### src/rtl/rxbc_pkg.sv
package rxbc_pkg;
  localparam int RXBC_MOD_W     = 8;
  localparam int RXBC_FIXED_DIV = 8;

  typedef enum logic {
    PRE_FIXED  = 1'b0,
    PRE_BYPASS = 1'b1
  } rxbc_range_e;
endpackage

### src/rtl/rxbc_reset_sync.sv
module rxbc_reset_sync (
  input  logic clk,
  input  logic rst_n,
  output logic rst_sync_n
);
  logic [1:0] sync_q;
  logic [1:0] sync_d;

  always_comb begin
    sync_d = {sync_q[0], 1'b1};
  end

  always_ff @(posedge clk or negedge rst_n) begin
    if (!rst_n) begin
      sync_q <= 2'b00;
    end else begin
      sync_q <= sync_d;
    end
  end

  assign rst_sync_n = sync_q[1];
endmodule

### src/rtl/rxbc_cfg_guard.sv
module rxbc_cfg_guard #(
  parameter int MOD_W = rxbc_pkg::RXBC_MOD_W
) (
  input  logic             clk,
  input  logic             rst_n,
  input  logic             load,
  input  logic [MOD_W-1:0] cfg_mod,
  input  logic             cfg_bypass,
  output logic [MOD_W-1:0] act_mod,
  output logic             act_bypass,
  output logic             armed,
  output logic             illegal
);
  import rxbc_pkg::*;

  logic             forbidden;
  logic [MOD_W-1:0] mod_safe;
  logic [MOD_W-1:0] act_mod_d;
  logic             act_bypass_d;
  logic             illegal_d;

  always_comb begin
    forbidden    = (cfg_bypass == PRE_BYPASS) && (cfg_mod == '0);
    mod_safe     = forbidden ? MOD_W'(1) : cfg_mod;
    act_mod_d    = load ? mod_safe : act_mod;
    act_bypass_d = load ? cfg_bypass : act_bypass;
    illegal_d    = forbidden;
  end

  always_ff @(posedge clk or negedge rst_n) begin
    if (!rst_n) begin
      act_mod    <= '0;
      act_bypass <= 1'b0;
      armed      <= 1'b0;
      illegal    <= 1'b0;
    end else begin
      act_mod    <= act_mod_d;
      act_bypass <= act_bypass_d;
      armed      <= 1'b1;
      illegal    <= illegal_d;
    end
  end

  // the forbidden pair never becomes the active setting
  a_r7_no_forbidden_active: assert property (@(posedge clk) disable iff (!rst_n)
    (armed && act_bypass) |-> (act_mod != '0));

  // the flag follows the input pattern one cycle later
  a_r6_flag_sets: assert property (@(posedge clk) disable iff (!rst_n)
    (cfg_bypass && (cfg_mod == '0)) |=> illegal);

  // the active setting moves only on a load
  a_r8_hold_between_loads: assert property (@(posedge clk) disable iff (!rst_n)
    (armed && !load) |=> ($stable(act_mod) && $stable(act_bypass)));
endmodule

### src/rtl/rxbc_fixed_prescale.sv
module rxbc_fixed_prescale #(
  parameter int FIXED_DIV = rxbc_pkg::RXBC_FIXED_DIV
) (
  input  logic clk,
  input  logic rst_n,
  input  logic en,
  input  logic bypass,
  output logic tick
);
  localparam int CNT_W = (FIXED_DIV > 1) ? $clog2(FIXED_DIV) : 1;
  localparam logic [CNT_W-1:0] LAST = CNT_W'(FIXED_DIV - 1);

  generate
    if (FIXED_DIV > 1) begin : g_div
      logic [CNT_W-1:0] cnt_q;
      logic [CNT_W-1:0] cnt_d;

      always_comb begin
        tick = en && (bypass || (cnt_q == LAST));
        if (!en || bypass || tick) begin
          cnt_d = '0;
        end else begin
          cnt_d = cnt_q + CNT_W'(1);
        end
      end

      always_ff @(posedge clk or negedge rst_n) begin
        if (!rst_n) begin
          cnt_q <= '0;
        end else begin
          cnt_q <= cnt_d;
        end
      end

      // a tick of the active stage leaves the counter at zero
      a_r2_wraps_after_tick: assert property (@(posedge clk) disable iff (!rst_n)
        (en && !bypass && tick) |=> (cnt_q == '0));
    end else begin : g_none
      always_comb begin
        tick = en;
      end
    end
  endgenerate

  // with the bypass set, every enabled cycle ticks
  a_r3_bypass_every_cycle: assert property (@(posedge clk) disable iff (!rst_n)
    (en && bypass) |-> tick);
endmodule

### src/rtl/rxbc_modulus_div.sv
module rxbc_modulus_div #(
  parameter int MOD_W = rxbc_pkg::RXBC_MOD_W
) (
  input  logic             clk,
  input  logic             rst_n,
  input  logic             clear,
  input  logic             tick,
  input  logic [MOD_W-1:0] limit,
  output logic             tc,
  output logic [MOD_W-1:0] cnt
);
  logic [MOD_W-1:0] cnt_d;

  always_comb begin
    tc = tick && (cnt == limit);
    if (clear || tc) begin
      cnt_d = '0;
    end else if (tick) begin
      cnt_d = cnt + MOD_W'(1);
    end else begin
      cnt_d = cnt;
    end
  end

  always_ff @(posedge clk or negedge rst_n) begin
    if (!rst_n) begin
      cnt <= '0;
    end else begin
      cnt <= cnt_d;
    end
  end

  // the counter never passes the active limit
  a_r2_count_bounded: assert property (@(posedge clk) disable iff (!rst_n)
    !clear |-> (cnt <= limit));
endmodule

### src/rtl/rxbc_toggle_out.sv
module rxbc_toggle_out (
  input  logic clk,
  input  logic rst_n,
  input  logic clear,
  input  logic tc,
  output logic bit_clk,
  output logic strobe
);
  logic bit_clk_d;
  logic strobe_d;

  always_comb begin
    if (clear) begin
      bit_clk_d = 1'b0;
      strobe_d  = 1'b0;
    end else begin
      bit_clk_d = tc ? ~bit_clk : bit_clk;
      strobe_d  = tc && !bit_clk;
    end
  end

  always_ff @(posedge clk or negedge rst_n) begin
    if (!rst_n) begin
      bit_clk <= 1'b0;
      strobe  <= 1'b0;
    end else begin
      bit_clk <= bit_clk_d;
      strobe  <= strobe_d;
    end
  end

  // a cleared stage drives the clock low
  a_r1_clear_low: assert property (@(posedge clk) disable iff (!rst_n)
    clear |=> !bit_clk);

  // the strobe never lasts two cycles
  a_r5_single_pulse: assert property (@(posedge clk) disable iff (!rst_n)
    strobe |=> !strobe);
endmodule

### src/rtl/rx_bitclk_prescaler.sv
module rx_bitclk_prescaler #(
  parameter int MOD_W     = rxbc_pkg::RXBC_MOD_W,
  parameter int FIXED_DIV = rxbc_pkg::RXBC_FIXED_DIV
) (
  input  logic             clk,
  input  logic             rst_n,
  input  logic [MOD_W-1:0] cfg_modulus,
  input  logic             cfg_range_bypass,
  output logic             bit_clk,
  output logic             shift_strobe,
  output logic             cfg_illegal
);
  logic             rst_sync_n;
  logic             load;
  logic             armed;
  logic [MOD_W-1:0] act_mod;
  logic             act_bypass;
  logic             pre_tick;
  logic             mod_tc;
  logic [MOD_W-1:0] mod_cnt;

  rxbc_reset_sync u_rst (
    .clk        (clk),
    .rst_n      (rst_n),
    .rst_sync_n (rst_sync_n)
  );

  always_comb begin
    load = mod_tc || !armed;
  end

  rxbc_cfg_guard #(.MOD_W(MOD_W)) u_cfg (
    .clk        (clk),
    .rst_n      (rst_sync_n),
    .load       (load),
    .cfg_mod    (cfg_modulus),
    .cfg_bypass (cfg_range_bypass),
    .act_mod    (act_mod),
    .act_bypass (act_bypass),
    .armed      (armed),
    .illegal    (cfg_illegal)
  );

  rxbc_fixed_prescale #(.FIXED_DIV(FIXED_DIV)) u_pre (
    .clk    (clk),
    .rst_n  (rst_sync_n),
    .en     (armed),
    .bypass (act_bypass),
    .tick   (pre_tick)
  );

  rxbc_modulus_div #(.MOD_W(MOD_W)) u_mod (
    .clk   (clk),
    .rst_n (rst_sync_n),
    .clear (!armed),
    .tick  (pre_tick),
    .limit (act_mod),
    .tc    (mod_tc),
    .cnt   (mod_cnt)
  );

  rxbc_toggle_out u_out (
    .clk     (clk),
    .rst_n   (rst_sync_n),
    .clear   (!armed),
    .tc      (mod_tc),
    .bit_clk (bit_clk),
    .strobe  (shift_strobe)
  );

  // every rising edge of the clock carries a strobe
  a_r5_strobe_on_rise: assert property (@(posedge clk) disable iff (!rst_sync_n)
    $rose(bit_clk) |-> shift_strobe);

  // the clock moves only as the modulus counter restarts
  a_r8_edge_at_restart: assert property (@(posedge clk) disable iff (!rst_sync_n)
    !$stable(bit_clk) |-> (mod_cnt == '0));
endmodule

### config.mk
export PLATFORM = sky130hd
export DESIGN_NAME = rx_bitclk_prescaler
export DESIGN_NICKNAME = d
export VERILOG_FILES = /design/src/rtl/rxbc_pkg.sv /design/src/rtl/rxbc_reset_sync.sv /design/src/rtl/rxbc_cfg_guard.sv /design/src/rtl/rxbc_fixed_prescale.sv /design/src/rtl/rxbc_modulus_div.sv /design/src/rtl/rxbc_toggle_out.sv /design/src/rtl/rx_bitclk_prescaler.sv
export SDC_FILE = /design/constraint.sdc
export NUM_CORES = 1
export LEC_CHECK = 0
export BUFFER_PORTS_ARGS = -buffer_cell sky130_fd_sc_hd__clkbuf_2
export CORE_MARGIN = 3
export CORE_UTILIZATION = 56
export CTS_CLUSTER_SIZE = 8
export DETAILED_ROUTE_END_ITERATION = 10
export PLACE_DENSITY = 0.84
export SLEW_MARGIN = 20
export SYNTH_ARGS = -nofsm -noshare
export SYNTH_HDL_FRONTEND = slang
export SYNTH_HIERARCHICAL = 1
export SYNTH_SLANG_ARGS = --single-unit
### constraint.sdc
create_clock -name clk -period 1 [get_ports clk]
set_input_delay 0.1 -clock clk [delete_from_list [all_inputs] [get_ports clk]]
set_output_delay 0.1 -clock clk [all_outputs]
set_load 0.01 [all_outputs]
== After elaboration in Yosys (flattened, before gate mapping) ==
Cells that the tools add are included.
Storage, ports and cells
  register bits after elaboration: 26
  latch bits: 0
  memory bits (writable): 0
  bits in read-only memories: 0
  output and inout port bits: 3
  memories kept: 0
Cells by class
  add/sub/neg operators: 2
  multiply operators: 0
  div/mod/pow operators: 0
  order comparisons: 0
  eq/ne operators: 3
  shift-type cells: 0
  multiplexer cells: 7
  bitwise gates (word level): 1
  reduce and logical (&&, ||, !) cells: 12
Operators with widths (number)
  8-bit two-way mux: 3
  8-bit by 1-bit adder with 8-bit output (second input constant): 1
  8-bit equality test: 1
  8-bit zero test: 1
  1-bit logical AND: 4
  1-bit logical OR: 4
  3-bit by 1-bit adder with 3-bit output (second input constant): 1
  3-bit equality test (second input constant): 1
  1-bit two-way mux: 3
  3-bit two-way mux: 1
  1-bit zero test: 2
  2-bit by 1-bit != test with 1-bit output (second input constant): 1
  2-bit nonzero test: 1
  1-bit inverter: 1

== Longest topological paths before layout ==
  word-level depth: 6
  depth in mapped cells: 10
  mapped depth without buffers: 8

== Modules after synthesis ==
Netlist, hierarchy kept.
Modules (own cells, without submodules)
  rxbc_modulus_div: instances 1, cells an instance 48, area an instance 495.5 sq um
  rxbc_cfg_guard: instances 1, cells an instance 28, area an instance 431.7 sq um
  rxbc_fixed_prescale: instances 1, cells an instance 9, area an instance 147.6 sq um
  rxbc_toggle_out: instances 1, cells an instance 5, area an instance 70.1 sq um
  rxbc_reset_sync: instances 1, cells an instance 3, area an instance 53.8 sq um
  rx_bitclk_prescaler: instances 1, cells an instance 2, area an instance 10.0 sq um

== Worst setup path after synthesis ==
OpenSTA, ideal clock, no wires.
  path kind: register to register
  start point: register u_pre.g_div.cnt_q[0]
  end point: register u_cfg.act_bypass
  setup time: 0.125 ns
  arrival: 2.014 ns
  required time: 0.875 ns
  slack: -1.138 ns
  cell stages (with the launch flop): 10
  path buffers: 2
  period minus slack after synthesis: 2.138 ns
  cells stage by stage: dfrtp_1 ha_1 ha_1 o21a_1 buf_2 nand2_1 nor3_4 nand2b_1 buf_2 mux2_2
Between the ends
  cells in the longest elaborated chain, start to end: 5
RTL lines
  from (decl): line rxbc_fixed_prescale.sv:15  | logic [CNT_W-1:0] cnt_q;
  from (signal assigned): line rxbc_fixed_prescale.sv:31  | cnt_q <= cnt_d;
  3-bit equality test: line rxbc_fixed_prescale.sv:19  | tick = en && (bypass || (cnt_q == LAST));
  1-bit logical OR: line rxbc_fixed_prescale.sv:19
  1-bit logical AND: line rxbc_fixed_prescale.sv:19
  net pre_tick: line rx_bitclk_prescaler.sv:18  | logic pre_tick;
  1-bit logical AND: line rxbc_modulus_div.sv:15  | tc = tick && (cnt == limit);
  net mod_tc: line rx_bitclk_prescaler.sv:19  | logic mod_tc;
  1-bit logical OR: line rx_bitclk_prescaler.sv:29  | load = mod_tc || !armed;
  net load: line rx_bitclk_prescaler.sv:14  | logic load;
  to (signal assigned): line rxbc_cfg_guard.sv:38  | act_bypass <= act_bypass_d;
  to (decl): line rxbc_cfg_guard.sv:10  | output logic act_bypass,
The timed path passes the listed nets, and every way through them passes these cells.
A chain may end at the register's enable or synchronous reset.

== Worst setup path in the final report ==
  start point: register u_mod.cnt[4]
  end point: register u_cfg.act_bypass
Between the ends
  cells in the longest elaborated chain, start to end: 3
RTL lines
  from (decl): line rxbc_modulus_div.sv:10  | output logic [MOD_W-1:0] cnt
  from (signal assigned): line rxbc_modulus_div.sv:29  | cnt <= cnt_d;
  8-bit equality test: line rxbc_modulus_div.sv:15
  1-bit logical AND: line rxbc_modulus_div.sv:15
  net mod_tc: line rx_bitclk_prescaler.sv:19
  1-bit logical OR: line rx_bitclk_prescaler.sv:29
The timed path passes the listed nets, and every way through them passes these cells.

==> summary.md <==
The repair_antennas step left the layout with diodes totalling 0. The xor/xnor cell area share of the yosys netlist was 0.1159. The post-synthesis mux area share was 0.08282. A synthesized cell averages 12.72 um2. The run gives 25 as the largest net degree at the start of global routing. The largest driver fanout on the critical path works out to 5. Placement row count: 16.

The total area inside the core boundary comes to 2002 um2. The final-report hold violation count was 0; the switching part of the total was 0.2677. The via count of the first global-routing pass was 1,012. Clock latency on the worst-skew pair: 0.32 ns. The run finished, with violations left.

The run gives -0.7506 ns as the worst setup slack after layout. The tools report the nature of the critical path startpoint as a register. The tightest min-delay check is of the in -> reg type. The worst setup path is captured at a register. The clock tree root buffer cell is sky130_fd_sc_hd__clkbuf_4. The tree built by TritonCTS fans out to 26 sinks. The unique cell type count in the Yosys netlist is 27, and the starting DRC count in detailed routing is 16.

The simple-gate share of the synthesized area is 0.1967, and the vertical extent of the die is 52.46 um. Once placement completed, the tool counted placed cells totaling 155. The longest clock path from root to sink contains 2 buffers. Setup violations remaining at the end of the flow were counted as 22. Before antenna repair, the detailed router went through 4 iterations. The period utilization is 1.751.

For the final database, setup skew stands at 0.009327 ns. For the final total power, the log shows 2.026 mW. The first global-routing pass estimated 5016 um of wire. The count of input and output buffers was 13; the die area was 2752 um2. The warning count from the yosys run came out at 6.

Data arrives at the worst endpoint at 1.96 ns. The number of H-tree levels is 1, and the width of the chip is 52.46 um. Data on the critical path is required at its endpoint by 1.21 ns. In this run the static leakage power is 0.8177 nW. Summed over all layers, the routed wires come to 3506 um.

The part of the power in registers came out at 0.570. The worst setup path is of the reg -> reg kind. IR analysis of the VDD net gives a maximum drop of 1.217 mV.

Across all layers, the routed design uses 957 vias. Across the run, the number of max-cap violations was 0. TritonCTS built the clock tree.

Per-cell routed wire length: 20.87 um. Synthesis handed over a netlist of 95 instances. Detailed placement finished with a half-perimeter wire length of 2019 um. The count of final max-slew check failures is 0, and the total DRC errors in the routed layout is 0.

The area growth from synthesis to layout is 46.38%. The fraction of layout cells with a size suffix above 1 was 0.5745; the clock-pin slew reported for the worst setup and hold paths after clock tree synthesis was 0.14 ns. The power share of the clock group came out at 0.220. For the number of nets at the end of the flow, the log shows 157. The top cell types in the final layout, fill and taps aside, are sky130_fd_sc_hd__buf_4 (26), sky130_fd_sc_hd__dfrtp_1 (26), sky130_fd_sc_hd__clkbuf_2 (13).

The weighted congestion reported at the end of routability-driven placement was 0.7682. The initial core utilization is 0.6037, and the minimum clock period is 1.751 ns. The mapped netlist covers 1209 um2. The compound-gate portion of the synthesized area was 0.01449.

After synthesis the netlist holds a flip-flop and latch count of 26. Cell internal power was estimated by the tool at 1.484 mW. For this run, the number of standard cells in the final layout without fillers is 168. In this run the power density over the cells is 1145 nW/um2. Summed over all layers, the global routing overflow is 0.

The switching power was 0.5426 mW. Counting every net in the synthesized netlist gives 109. The area share of fa/ha/maj cells after synthesis is 0.03106, and the top-level I/O count is 14.

The share of power burned in combinational logic is 0.210, and the highest clock rate is 571.2 MHz. Dividing the detail-routed via count by the number of cells gives 5.696. The tools report the total routing usage reported by global routing as 0.2703.

The final reports fail on negative setup slack. By area, the combinational part of the netlist is dominated by simple AND/OR/NAND/NOR gates. Setup repair after global routing could not meet its margin everywhere. Total clock buffers created by CTS: 3. The logs give 0 for the initial antenna violation count and 0.5383 for the sequential element share of the synthesized area. The count of nets left with antenna violations once routing finished came out at 0.
[critical path, stage by stage (launching register included)]
cell	delay (ns)
sky130_fd_sc_hd__dfrtp_1	0.43
sky130_fd_sc_hd__xnor2_1	0.19
sky130_fd_sc_hd__nand3_1	0.19
sky130_fd_sc_hd__nor3_4	0.28
sky130_fd_sc_hd__nand2b_4	0.22
sky130_fd_sc_hd__mux2_4	0.32
[metrics by stage]
step	setup TNS, ns	hold slack [ns]	worst slack [ns]	util	area, um2
after global placement	-11.99	-0.1127	-0.7360	0.7713	1544
after floorplan	-15.04	-0.1956	-1.072	-	1290
after detailed placement	-13.51	-0.1096	-0.8185	0.7713	1544
final	-13.22	0.04868	-0.7506	0.8838	1769
after CTS	-12.77	0.03015	-0.7383	0.8256	1653
after global routing	-14.40	0.04290	-0.7966	0.8838	1769
[metal layers]
metal,share of wire,global-route usage,vias to the layer above
met5,0,0,-
met4,0.054,0.2085,0
met3,0.037,0.03989,17
met2,0.54,0.4628,34
met1,0.37,0.2955,486
li1,-,-,420
[layout make-up]
type / instances / area, um2
multi-input combinational: 66 / 724.4
clock buffer: 3 / 22.52
timing repair buffer: 45 / 334.1
fill: 84 / 232.7
inverter: 1 / 3.754
tap: 27 / 33.78
sequential: 26 / 650.6
[synthesized netlist by cell type]
| master | number | area [um2] |
|---|---|---|
| sky130_fd_sc_hd__inv_1 | 1 | 3.750 |
| sky130_fd_sc_hd__nand2b_1 | 1 | 6.260 |
| sky130_fd_sc_hd__mux2i_1 | 1 | 10.01 |
| sky130_fd_sc_hd__dfrtp_1 | 26 | 650.6 |
| sky130_fd_sc_hd__buf_1 | 1 | 3.750 |
| sky130_fd_sc_hd__nor3b_1 | 1 | 7.510 |
| sky130_fd_sc_hd__xnor2_1 | 12 | 105.1 |
| sky130_fd_sc_hd__nor3_4 | 1 | 16.27 |
| sky130_fd_sc_hd__nor3_1 | 7 | 35.03 |
| sky130_fd_sc_hd__mux2_2 | 8 | 90.09 |
| sky130_fd_sc_hd__buf_2 | 2 | 10.01 |
| sky130_fd_sc_hd__nand3_1 | 1 | 5.000 |
| sky130_fd_sc_hd__nor2_1 | 4 | 15.01 |
| sky130_fd_sc_hd__nand2_1 | 5 | 18.77 |
| sky130_fd_sc_hd__nor4_2 | 1 | 12.51 |
| sky130_fd_sc_hd__ha_1 | 3 | 37.54 |
| sky130_fd_sc_hd__o21a_1 | 1 | 7.510 |
| sky130_fd_sc_hd__and4bb_2 | 2 | 25.02 |
| sky130_fd_sc_hd__nand4_1 | 3 | 18.77 |
| sky130_fd_sc_hd__nor3_2 | 2 | 20.02 |
| sky130_fd_sc_hd__and3_1 | 1 | 6.260 |
| sky130_fd_sc_hd__conb_1 | 2 | 7.510 |
| sky130_fd_sc_hd__xor2_1 | 4 | 35.03 |
| sky130_fd_sc_hd__nor4b_4 | 1 | 23.77 |
| sky130_fd_sc_hd__a21oi_1 | 2 | 10.01 |
| sky130_fd_sc_hd__nand4_2 | 1 | 12.51 |
| sky130_fd_sc_hd__nor4b_2 | 1 | 15.01 |
[registers in the layout (all words and copies together), names as in the netlist]
register / flops
u_cfg/act_bypass: 1
u_out/strobe: 1
u_cfg/illegal: 1
u_cfg/act_mod: 8
u_pre/g_div.cnt_q: 3
u_rst/sync_q: 2
u_cfg/armed: 1
u_mod/cnt: 8
u_out/bit_clk: 1
[kinds of logic (layout without fill, tap and decap cells)]
kind of cell    after synthesis  in the layout
flops                        26             26
other cells                   2              2
mux                           9              9
buf+inv                       4             49
simple gates                 32             33
fa+ha+maj                     3              3
xor+xnor                     16             16
compound gates                3              3
[what timing repair did]
action / in CTS / in global routing
cloned: 1 / 0
setup buffers: 2 / 7
gates resized for setup: 8 / 15
endpoints found under the setup margin: 23 / 22
hold buffers: 2 / 0
pin swaps: 8 / 11
hold endpoints to repair: 3 / 0
[path summary, 6_finish.rpt]
path,cells past startpoint,slack (ns),startpoint,endpoint
max,5,-0.75,u_mod/cnt[4]$_DFFE_PN0P_,u_cfg/act_bypass$_DFFE_PN0P_
min,2,0.05,cfg_modulus[1],u_cfg/act_mod[1]$_DFFE_PN0P_
max reg2reg,5,-0.75,u_mod/cnt[4]$_DFFE_PN0P_,u_cfg/act_bypass$_DFFE_PN0P_
min reg2reg,1,0.22,u_rst/sync_q[1]$_DFF_PN0_,u_mod/cnt[6]$_DFFE_PN0P_
max in group asynchronous,1,0.54,u_rst/sync_q[1]$_DFF_PN0_,u_pre/g_div.cnt_q[0]$_DFF_PN0_
min in group asynchronous,2,0.17,rst_n,u_rst/sync_q[0]$_DFF_PN0_
[power by group through the flow]
stage	clock network, mW	logic (mW)	registers [mW]
5_1_grt	0.484	0.447	1.16
2_1_floorplan	0	0.176	1.18
3_5_place_dp	0	0.338	1.17
6_report	0.446	0.426	1.15
3_3_place_gp	0	0.313	1.16
4_1_cts	0.450	0.369	1.15
Power figures use the tool's default switching activity.
